==> config.mk <==
export PLATFORM = sky130hd
export DESIGN_NAME = ser_ctl_port
export DESIGN_NICKNAME = d
export VERILOG_FILES = /design/src/rtl/ser_ctl_pkg.sv /design/src/rtl/ser_pin_sync.sv /design/src/rtl/ser_frame.sv /design/src/rtl/ser_ctl_reg.sv /design/src/rtl/ser_ctl_port.sv
export SDC_FILE = /design/constraint.sdc
export NUM_CORES = 1
export LEC_CHECK = 0
export ABC_CLOCK_PERIOD_IN_PS = 2100
export BUFFER_PORTS_ARGS = -buffer_cell sky130_fd_sc_hd__buf_2
export CAP_MARGIN = 30
export CELL_PAD_IN_SITES_DETAIL_PLACEMENT = 0
export CELL_PAD_IN_SITES_GLOBAL_PLACEMENT = 1
export CORE_MARGIN = 5
export CORE_UTILIZATION = 40
export DETAILED_ROUTE_END_ITERATION = 7
export GPL_TIMING_DRIVEN = 0
export PLACE_DENSITY_LB_ADDON = 0.1
export SYNTH_ARGS = -nofsm -noshare
export SYNTH_HDL_FRONTEND = slang
export SYNTH_HIERARCHICAL = 1
export SYNTH_SLANG_ARGS = --single-unit
==> constraint.sdc <==
create_clock -name clk -period 2.1 [get_ports clk]
set_clock_uncertainty 0.15 [all_clocks]
set_input_delay 0.42 -clock clk [delete_from_list [all_inputs] [get_ports clk]]
set_output_delay 0.42 -clock clk [all_outputs]
set_load 0.01 [all_outputs]
==> src/rtl/ser_ctl_pkg.sv <==
package ser_ctl_pkg;
  localparam int WORD_W = 16;
  localparam int CH_N   = 6;
  localparam int CFG_LO = WORD_W - 3;

  // Reset image: the three configuration bits high, all else low.
  function automatic logic [WORD_W-1:0] ctl_reset_value();
    logic [WORD_W-1:0] v;
    v = '0;
    for (int i = CFG_LO; i < WORD_W; i++) v[i] = 1'b1;
    return v;
  endfunction

  // Bits that are stored: channel enables and configuration bits.
  function automatic logic [WORD_W-1:0] ctl_keep_mask();
    logic [WORD_W-1:0] m;
    m = '0;
    for (int i = 1; i <= CH_N; i++) m[i] = 1'b1;
    for (int i = CFG_LO; i < WORD_W; i++) m[i] = 1'b1;
    return m;
  endfunction

  function automatic logic [WORD_W-1:0] ctl_clean(input logic [WORD_W-1:0] w);
    return w & ctl_keep_mask();
  endfunction
endpackage

==> src/rtl/ser_pin_sync.sv <==
module ser_pin_sync #(
  parameter int            N      = 3,
  parameter int            STAGES = 2,
  parameter logic [N-1:0]  IDLE   = '0
) (
  input  logic         clk,
  input  logic         rst_n,
  input  logic [N-1:0] pins,
  output logic [N-1:0] level
);
  logic [N-1:0] stg [STAGES];

  always_ff @(posedge clk or negedge rst_n) begin
    if (!rst_n) begin
      for (int s = 0; s < STAGES; s++) stg[s] <= IDLE;
    end else begin
      stg[0] <= pins;
      for (int s = 1; s < STAGES; s++) stg[s] <= stg[s-1];
    end
  end

  assign level = stg[STAGES-1];
endmodule

==> src/rtl/ser_frame.sv <==
module ser_frame
  import ser_ctl_pkg::*;
(
  input  logic              clk,
  input  logic              rst_n,
  input  logic              cs_active,
  input  logic              cs_fall,
  input  logic              cs_rise,
  input  logic              sclk_rise,
  input  logic              sclk_fall,
  input  logic              sdi_s,
  input  logic [WORD_W-1:0] status_word,
  output logic              sdo_bit,
  output logic [WORD_W-1:0] rx_word,
  output logic              frame_ok
);
  localparam int               CNT_W    = $clog2(WORD_W + 2);
  localparam logic [CNT_W-1:0] CNT_FULL = CNT_W'(WORD_W);
  localparam logic [CNT_W-1:0] CNT_MAX  = CNT_W'(WORD_W + 1);

  logic [WORD_W-1:0] rx_q, tx_q;
  logic [CNT_W-1:0]  bit_cnt;
  logic              take_bit, push_bit;

  assign take_bit = cs_active && sclk_fall;
  // The first rising edge comes before any sample and keeps bit 0 on the line.
  assign push_bit = cs_active && sclk_rise && (bit_cnt != '0);

  always_ff @(posedge clk or negedge rst_n) begin
    if (!rst_n) begin
      rx_q    <= '0;
      tx_q    <= '0;
      bit_cnt <= '0;
    end else begin
      if (cs_fall) begin
        tx_q    <= status_word;
        bit_cnt <= '0;
      end else begin
        if (push_bit) tx_q <= {1'b0, tx_q[WORD_W-1:1]};
        if (take_bit) begin
          rx_q <= {sdi_s, rx_q[WORD_W-1:1]};
          if (bit_cnt != CNT_MAX) bit_cnt <= bit_cnt + 1'b1;
        end
      end
    end
  end

  assign sdo_bit  = tx_q[0];
  assign rx_word  = rx_q;
  assign frame_ok = cs_rise && (bit_cnt == CNT_FULL);

  a_r5_tx_hold: assert property (@(posedge clk) disable iff (!rst_n)
    (!cs_fall && !push_bit) |=> $stable(tx_q));
  a_r3_idle_count: assert property (@(posedge clk) disable iff (!rst_n)
    (!cs_active && !cs_fall) |=> $stable(bit_cnt));
  a_r6_count_cap: assert property (@(posedge clk) disable iff (!rst_n)
    bit_cnt <= CNT_MAX);
endmodule

==> src/rtl/ser_ctl_reg.sv <==
module ser_ctl_reg
  import ser_ctl_pkg::*;
(
  input  logic              clk,
  input  logic              rst_n,
  input  logic              load,
  input  logic [WORD_W-1:0] word,
  output logic [WORD_W-1:0] ctrl_q,
  output logic              clr_pulse
);
  always_ff @(posedge clk or negedge rst_n) begin
    if (!rst_n) begin
      ctrl_q    <= ctl_reset_value();
      clr_pulse <= 1'b0;
    end else begin
      clr_pulse <= load && word[0];
      if (load) ctrl_q <= ctl_clean(word);
    end
  end

  a_r6_hold: assert property (@(posedge clk) disable iff (!rst_n)
    !load |=> $stable(ctrl_q));
  a_r7_single_pulse: assert property (@(posedge clk) disable iff (!rst_n)
    clr_pulse |=> !clr_pulse);
  a_r2_unused_zero: assert property (@(posedge clk) disable iff (!rst_n)
    (ctrl_q & ~ctl_keep_mask()) == '0);
endmodule

==> src/rtl/ser_ctl_port.sv <==
module ser_ctl_port
  import ser_ctl_pkg::*;
#(
  parameter int SYNC_STAGES = 2
) (
  input  logic              clk,
  input  logic              rst_n,
  input  logic              csn_pin,
  input  logic              sclk_pin,
  input  logic              sdi_pin,
  input  logic [WORD_W-1:0] status_word,
  output logic              sdo_pin,
  output logic              sdo_oe,
  output logic [WORD_W-1:0] ctrl_word,
  output logic              status_clr
);
  logic [2:0]        lvl;
  logic [1:0]        prev_q;
  logic              cs_active, cs_fall, cs_rise, sclk_rise, sclk_fall;
  logic              sdo_bit, frame_ok;
  logic [WORD_W-1:0] rx_word;

  // Pin order: {sdi, sclk, csn}; chip select idles high.
  ser_pin_sync #(.N(3), .STAGES(SYNC_STAGES), .IDLE(3'b001)) u_sync (
    .clk(clk), .rst_n(rst_n),
    .pins({sdi_pin, sclk_pin, csn_pin}),
    .level(lvl)
  );

  always_ff @(posedge clk or negedge rst_n) begin
    if (!rst_n) prev_q <= 2'b01;
    else        prev_q <= lvl[1:0];
  end

  assign cs_active = ~lvl[0];
  assign cs_fall   =  prev_q[0] & ~lvl[0];
  assign cs_rise   = ~prev_q[0] &  lvl[0];
  assign sclk_rise = ~prev_q[1] &  lvl[1];
  assign sclk_fall =  prev_q[1] & ~lvl[1];

  ser_frame u_frame (
    .clk(clk), .rst_n(rst_n),
    .cs_active(cs_active), .cs_fall(cs_fall), .cs_rise(cs_rise),
    .sclk_rise(sclk_rise), .sclk_fall(sclk_fall), .sdi_s(lvl[2]),
    .status_word(status_word),
    .sdo_bit(sdo_bit), .rx_word(rx_word), .frame_ok(frame_ok)
  );

  ser_ctl_reg u_reg (
    .clk(clk), .rst_n(rst_n),
    .load(frame_ok), .word(rx_word),
    .ctrl_q(ctrl_word), .clr_pulse(status_clr)
  );

  assign sdo_oe  = cs_active;
  assign sdo_pin = cs_active ? sdo_bit : 1'b0;

  a_r7_pulse_needs_commit: assert property (@(posedge clk) disable iff (!rst_n)
    status_clr |-> $past(frame_ok));
  a_r3_no_commit_idle: assert property (@(posedge clk) disable iff (!rst_n)
    (!cs_active && !cs_rise) |=> $stable(ctrl_word));
endmodule

### Word-level counts from Yosys, hierarchy flattened

Cells that the tools add are included.

* output and inout port bits: 19
* logic and storage cells: 37
* bits of input ports: 21
* register bits: 55

* bitwise operators: 9
* add/sub/neg operators: 1
* multiplexer cells: 6
* reduce and logical (&&, ||, !) cells: 11
* equality and inequality tests: 2

Operator list (count)
* $mux 16: 2
* $mux 5: 3
* $reduce_bool 2->1: 3
* $add 5x1->5 const B: 1
* $eq 5x5->1 const B: 1
* $logic_and 1x1->1: 5
* $ne 5x5->1 const B: 1
* $not 1->1: 5
* $reduce_bool 5->1: 1
* $and 1x1->1: 4
* $reduce_and 2->1: 2
* $mux 1: 1

### Logic depth before layout (Yosys ltp)

* depth after elaboration: 6
* mapped depth: 7
* mapped depth without buffers: 5

### Modules after synthesis

Netlist, hierarchy kept.

By module, submodules not included
* ser_frame: area an instance 1737.9 sq um, instances 1, cells an instance 161, sequential area each 925.9 sq um
* ser_ctl_reg: area an instance 464.2 sq um, instances 1, cells an instance 29, sequential area each 254.0 sq um
* ser_pin_sync: area an instance 175.2 sq um, instances 1, cells an instance 9, sequential area each 152.6 sq um
* ser_ctl_port: area an instance 93.8 sq um, instances 1, cells an instance 8, sequential area each 51.3 sq um

### Worst setup path before layout

No wires, ideal clock.

* kind: flip-flop to flip-flop
* from: register u_sync.stg, in the netlist u_sync/level[0]
* to: register u_frame.rx_q[10], in the netlist u_frame/rx_word[10]
* library setup time: 128 ps
* path slack: 100 ps
* arrival: 1723 ps
* period minus slack after synthesis: 2000 ps
* cell stages (with the launch flop): 8
* data required time: 1822 ps
* path through: dfstp_2 buf_4 inv_1 nand2_1 or2_1 clkbuf_1 buf_2 mux2_1

* longest elaborated chain between the ends: 4
* elaborated cells between the ends (all ways): 5
* those cells by class: bitwise (3); reduce/logical (2)

Ends and longest elaborated chain
* start, declared: line ser_pin_sync.sv:11 `logic [N-1:0] stg [STAGES];`
* $not 1->1 (*): line ser_ctl_port.sv:35 `assign cs_active = ~lvl[0];`
* named net sdo_oe: line ser_ctl_port.sv:13 `output logic sdo_oe,`
* $and 1x1->1: line ser_ctl_port.sv:36 `assign cs_fall = prev_q[0] & ~lvl[0];`
* $not 1->1 (no line)
* $reduce_and 2->1 (no line) (*)
* end signal, assigned: line ser_frame.sv:41 `rx_q <= {sdi_s, rx_q[WORD_W-1:1]};`
* end, declared: line ser_frame.sv:21 `logic [WORD_W-1:0] rx_q, tx_q;`

The timed path passes the listed nets; every way through them passes the cells marked *.
A chain may end at the register's enable or synchronous reset.

### Worst setup path in the final report

* from: register u_frame.bit_cnt[1]
* to: register u_frame.tx_q[13]

* longest elaborated chain between the ends: 3

Ends and longest elaborated chain
* start, declared: line ser_frame.sv:22 `logic [CNT_W-1:0] bit_cnt;`
* start signal, assigned: line ser_frame.sv:42 `if (bit_cnt != CNT_MAX) bit_cnt <= bit_cnt + 1'b1;`
* $reduce_bool 5->1: line ser_frame.sv:27 `assign push_bit = cs_active && sclk_rise && (bit_cnt != '0);`
* $logic_and 1x1->1: line ser_frame.sv:27
* $reduce_bool 2->1 (no line)
* end signal, assigned: line ser_frame.sv:36 `tx_q <= status_word;`
* end signal, assigned: line ser_frame.sv:39 `if (push_bit) tx_q <= {1'b0, tx_q[WORD_W-1:1]};`
* end, declared: line ser_frame.sv:21

Every way passes these cells.

==> impl_metrics.yaml <==
pwr:
  leakage_uw: 0.00138
  power.density_cell_area_nw_per_um2: 809
  p_total_uw: 2370
  power.ir.vdd_worst_uv: 427
timing:
  final-max-slew-violation-count: 0
  post-route-worst-setup-slack_ps: 132
  timing.fmax_ghz: 0.508
  hold_violations: 0
  total_of_endpoints_with_negative_setup_slack_in_the_final_report: 0
  setup_tns_ps: 0
  unrepaired_setup_endpoints_after_global_routing: "false"
  tightest_slew_ps: 652
  post-route-period-util_pct: 93.7
  finalWorstPathRequiredPeriod_ps: 1970
  slew-limit-headroom_pct: 56.5
synth:
  synthDistinctLibCells: 32
  synth_area_per_cell_um2: 11.9
  post_synth_arst_share_pct: 100
  synth.area.top_cells: "sky130_fd_sc_hd__dfrtp_1, sky130_fd_sc_hd__mux2_1, sky130_fd_sc_hd__dfstp_2"
  ys_seq_area_share_pct: 56.0
  syn_area_um2: 2470
  synthFlopType: "sky130_fd_sc_hd__dfrtp_1"
  synth_enable_flop_cells: 0
  ys_seq_elements: 55
  post_synth_inst_count: 207
  yosysWarnings: 6
  synth_top_area_share_pct: 49.6
  library_cell_with_the_largest_summed_area_after_synthesis: "sky130_fd_sc_hd__dfrtp_1"
die:
  pin_count: 40
  fp.dieArea_um2: 7850
  die_width_um: 88.6
  core.rowCount: 28
  initial_utilization_pct: 41.5
  die_h_um: 88.6
  core_area_um2: 5960
finish:
  layout.cells.most_common_list: "sky130_fd_sc_hd__dfrtp_1, sky130_fd_sc_hd__buf_2, sky130_fd_sc_hd__nor2b_1, sky130_fd_sc_hd__mux2_1"
  drive_gt1_share_pct: 31.4
  finalNetCount: 278
  mostFrequentLayoutCell: "sky130_fd_sc_hd__dfrtp_1"
  antenna-diode-count: 0
  area.growth.synth_to_final_pct: 18.7
  finish.cell_count_without_fillers: 330
placement:
  gpl.final_weighted_congestion: 0.706
  detailed_place_hpwl_mm: 3.27
  preCtsSetupSlack_ps: -169
  portBuffers: 32
  place_inst: 321
run:
  timing.max_cap.violations: 0
routing:
  dr.pass1.iters: 4
  avgRoutedWirePerCell_um: 14.2
  route.antenna.remaining_nets: 0
  drt_iter0_drc: 102
  route.vias.total: 1610
  drcViolationCount: 0
  drt_wl_total_mm: 4.68
  drt-vias-per-instance: 4.88
clock_tree:
  clkLatencyLatePin_ps: 300
  cts_htree_levels: 2
  cts_tree: "built"
  sinks_on_clock_net: 55
  cts_max_path_buffers: 2
  cts.clk_slew.worst_paths_ps: 100
  clock_tree.root_cell: "sky130_fd_sc_hd__clkbuf_8"
  cts_made_buffers: 5
critical_path:
  cp_data_arrival_time_ps: 2010
  critPathCaptureType: "flip-flop"
  critPathLaunchType: "flip-flop"
  setup_cp_type: "reg2reg"
  critical_path.max_fanout: 10
  cp.required_ps: 2140
outcome:
  run_status: "finished, final reports clean"
global_route:
  grt_pass1_wl_mm: 7.67
  grt.overflow.total: 0
  grt.total_usage_pct: 12.6
  first_global_vias: 1583
  initial_antenna_violation_count: 0
  grt_start_max_net_pins: 29
hold_path:
  holdCritPathClass: "in2reg"
-- cell usage after synthesis (4+ instances only) --
master / number
sky130_fd_sc_hd__nand2_1: 4
sky130_fd_sc_hd__buf_4: 10
sky130_fd_sc_hd__o21ai_0: 15
sky130_fd_sc_hd__nor2_1: 5
sky130_fd_sc_hd__dfrtp_1: 49
sky130_fd_sc_hd__a21oi_1: 16
sky130_fd_sc_hd__mux2_1: 17
sky130_fd_sc_hd__nor2b_1: 18
sky130_fd_sc_hd__clkbuf_1: 8
sky130_fd_sc_hd__a31oi_1: 16
sky130_fd_sc_hd__dfstp_2: 6
sky130_fd_sc_hd__mux2_4: 9
-- cell type report --
cell class	count	area, µm²
Clock inverter	3	67.6
Sequential cell	55	1380
Buffer	22	140
Tap cell	75	93.8
Fill cell	574	3020
Timing Repair Buffer	35	198
Multi-Input combinational cell	132	970
Clock buffer	5	68.8
Inverter	3	11.3
-- metrics by stage --
step / utilization [%] / hold WS [ps] / cell area (µm²)
floorplan: - / -25.6 / 2490
CTS: 48.9 / 48.7 / 2910
detailed placement: 46.5 / 191 / 2770
global placement: 46.1 / 186 / 2750
global route: 49.2 / 38.1 / 2930
finish: 49.2 / 64.5 / 2930
-- critical path, cell delays in order (launching register included) --
cell and delay [ps]:
sky130_fd_sc_hd__dfrtp_1 420, sky130_fd_sc_hd__inv_1 80, sky130_fd_sc_hd__ha_1 190, sky130_fd_sc_hd__or4b_1 430
sky130_fd_sc_hd__buf_2 180, sky130_fd_sc_hd__buf_6 150, sky130_fd_sc_hd__a31oi_1 170, sky130_fd_sc_hd__a21oi_1 90
-- cells by family (layout without fill, tap and decap cells) --
group / after synthesis / in the layout / synth area share [%]
DFF: 55 / 55 / 56.0
AOI/OAI and AO/OA: 52 / 52 / 11.6
and+or+nand+nor: 43 / 43 / 10.8
muxes: 27 / 27 / 13.6
buffers and inverters: 26 / 68 / 6.23
adders and majority gates: 3 / 3 / 1.52
other: 1 / 7 / 0.152
-- per-layer routing --
metal	GRT usage, %	part of all wire, %	up-vias
li1	-	-	798
met1	18.3	50	773
met2	18.6	44	37
met3	3.82	5.5	2
met4	3.16	0.45	0
met5	0	0	-
-- power breakdown --
part	leakage, µW	internal (µW)	switching [µW]
combinational	0.000637	153	172
clock	0.0000644	475	333
sequential	0.000680	1180	59.5
total	0.00138	1810	565
-- flip-flops by register name, indices dropped and copies added, names as in the netlist --
register	cells
prev_q	2
u_sync/level	3
u_frame/bit_cnt	5
u_frame/rx_word	16
u_reg/clr_pulse	1
u_sync/stg	3
u_frame/tx_q	16
u_reg/ctrl_q	9
-- what timing repair did --
| item | CTS | global route |
|---|---|---|
| hold buffers | 1 | 0 |
| setup endpoints to repair | 10 | 20 |
| endpoints found under the hold margin | 2 | 0 |
| setup buffers | 0 | 1 |
| resized for setup | 1 | 4 |
-- final timing paths --
kind                               startpoint                to  slack [ps]  depth (start not counted)
min in group asynchronous               rst_n   u_frame/tx_q[5]         510                          2
hold / removal                        csn_pin     u_sync/stg[3]          60                          1
setup reg to reg           u_frame/bit_cnt[1]  u_frame/tx_q[13]         130                          7
setup / recovery           u_frame/bit_cnt[1]  u_frame/tx_q[13]         130                          7
max in group asynchronous               rst_n  u_reg/ctrl_q[13]         630                          3
hold reg to reg                 u_sync/stg[3]   u_sync/level[0]         210                          0
No activity file was read; power rests on OpenSTA's default activity.
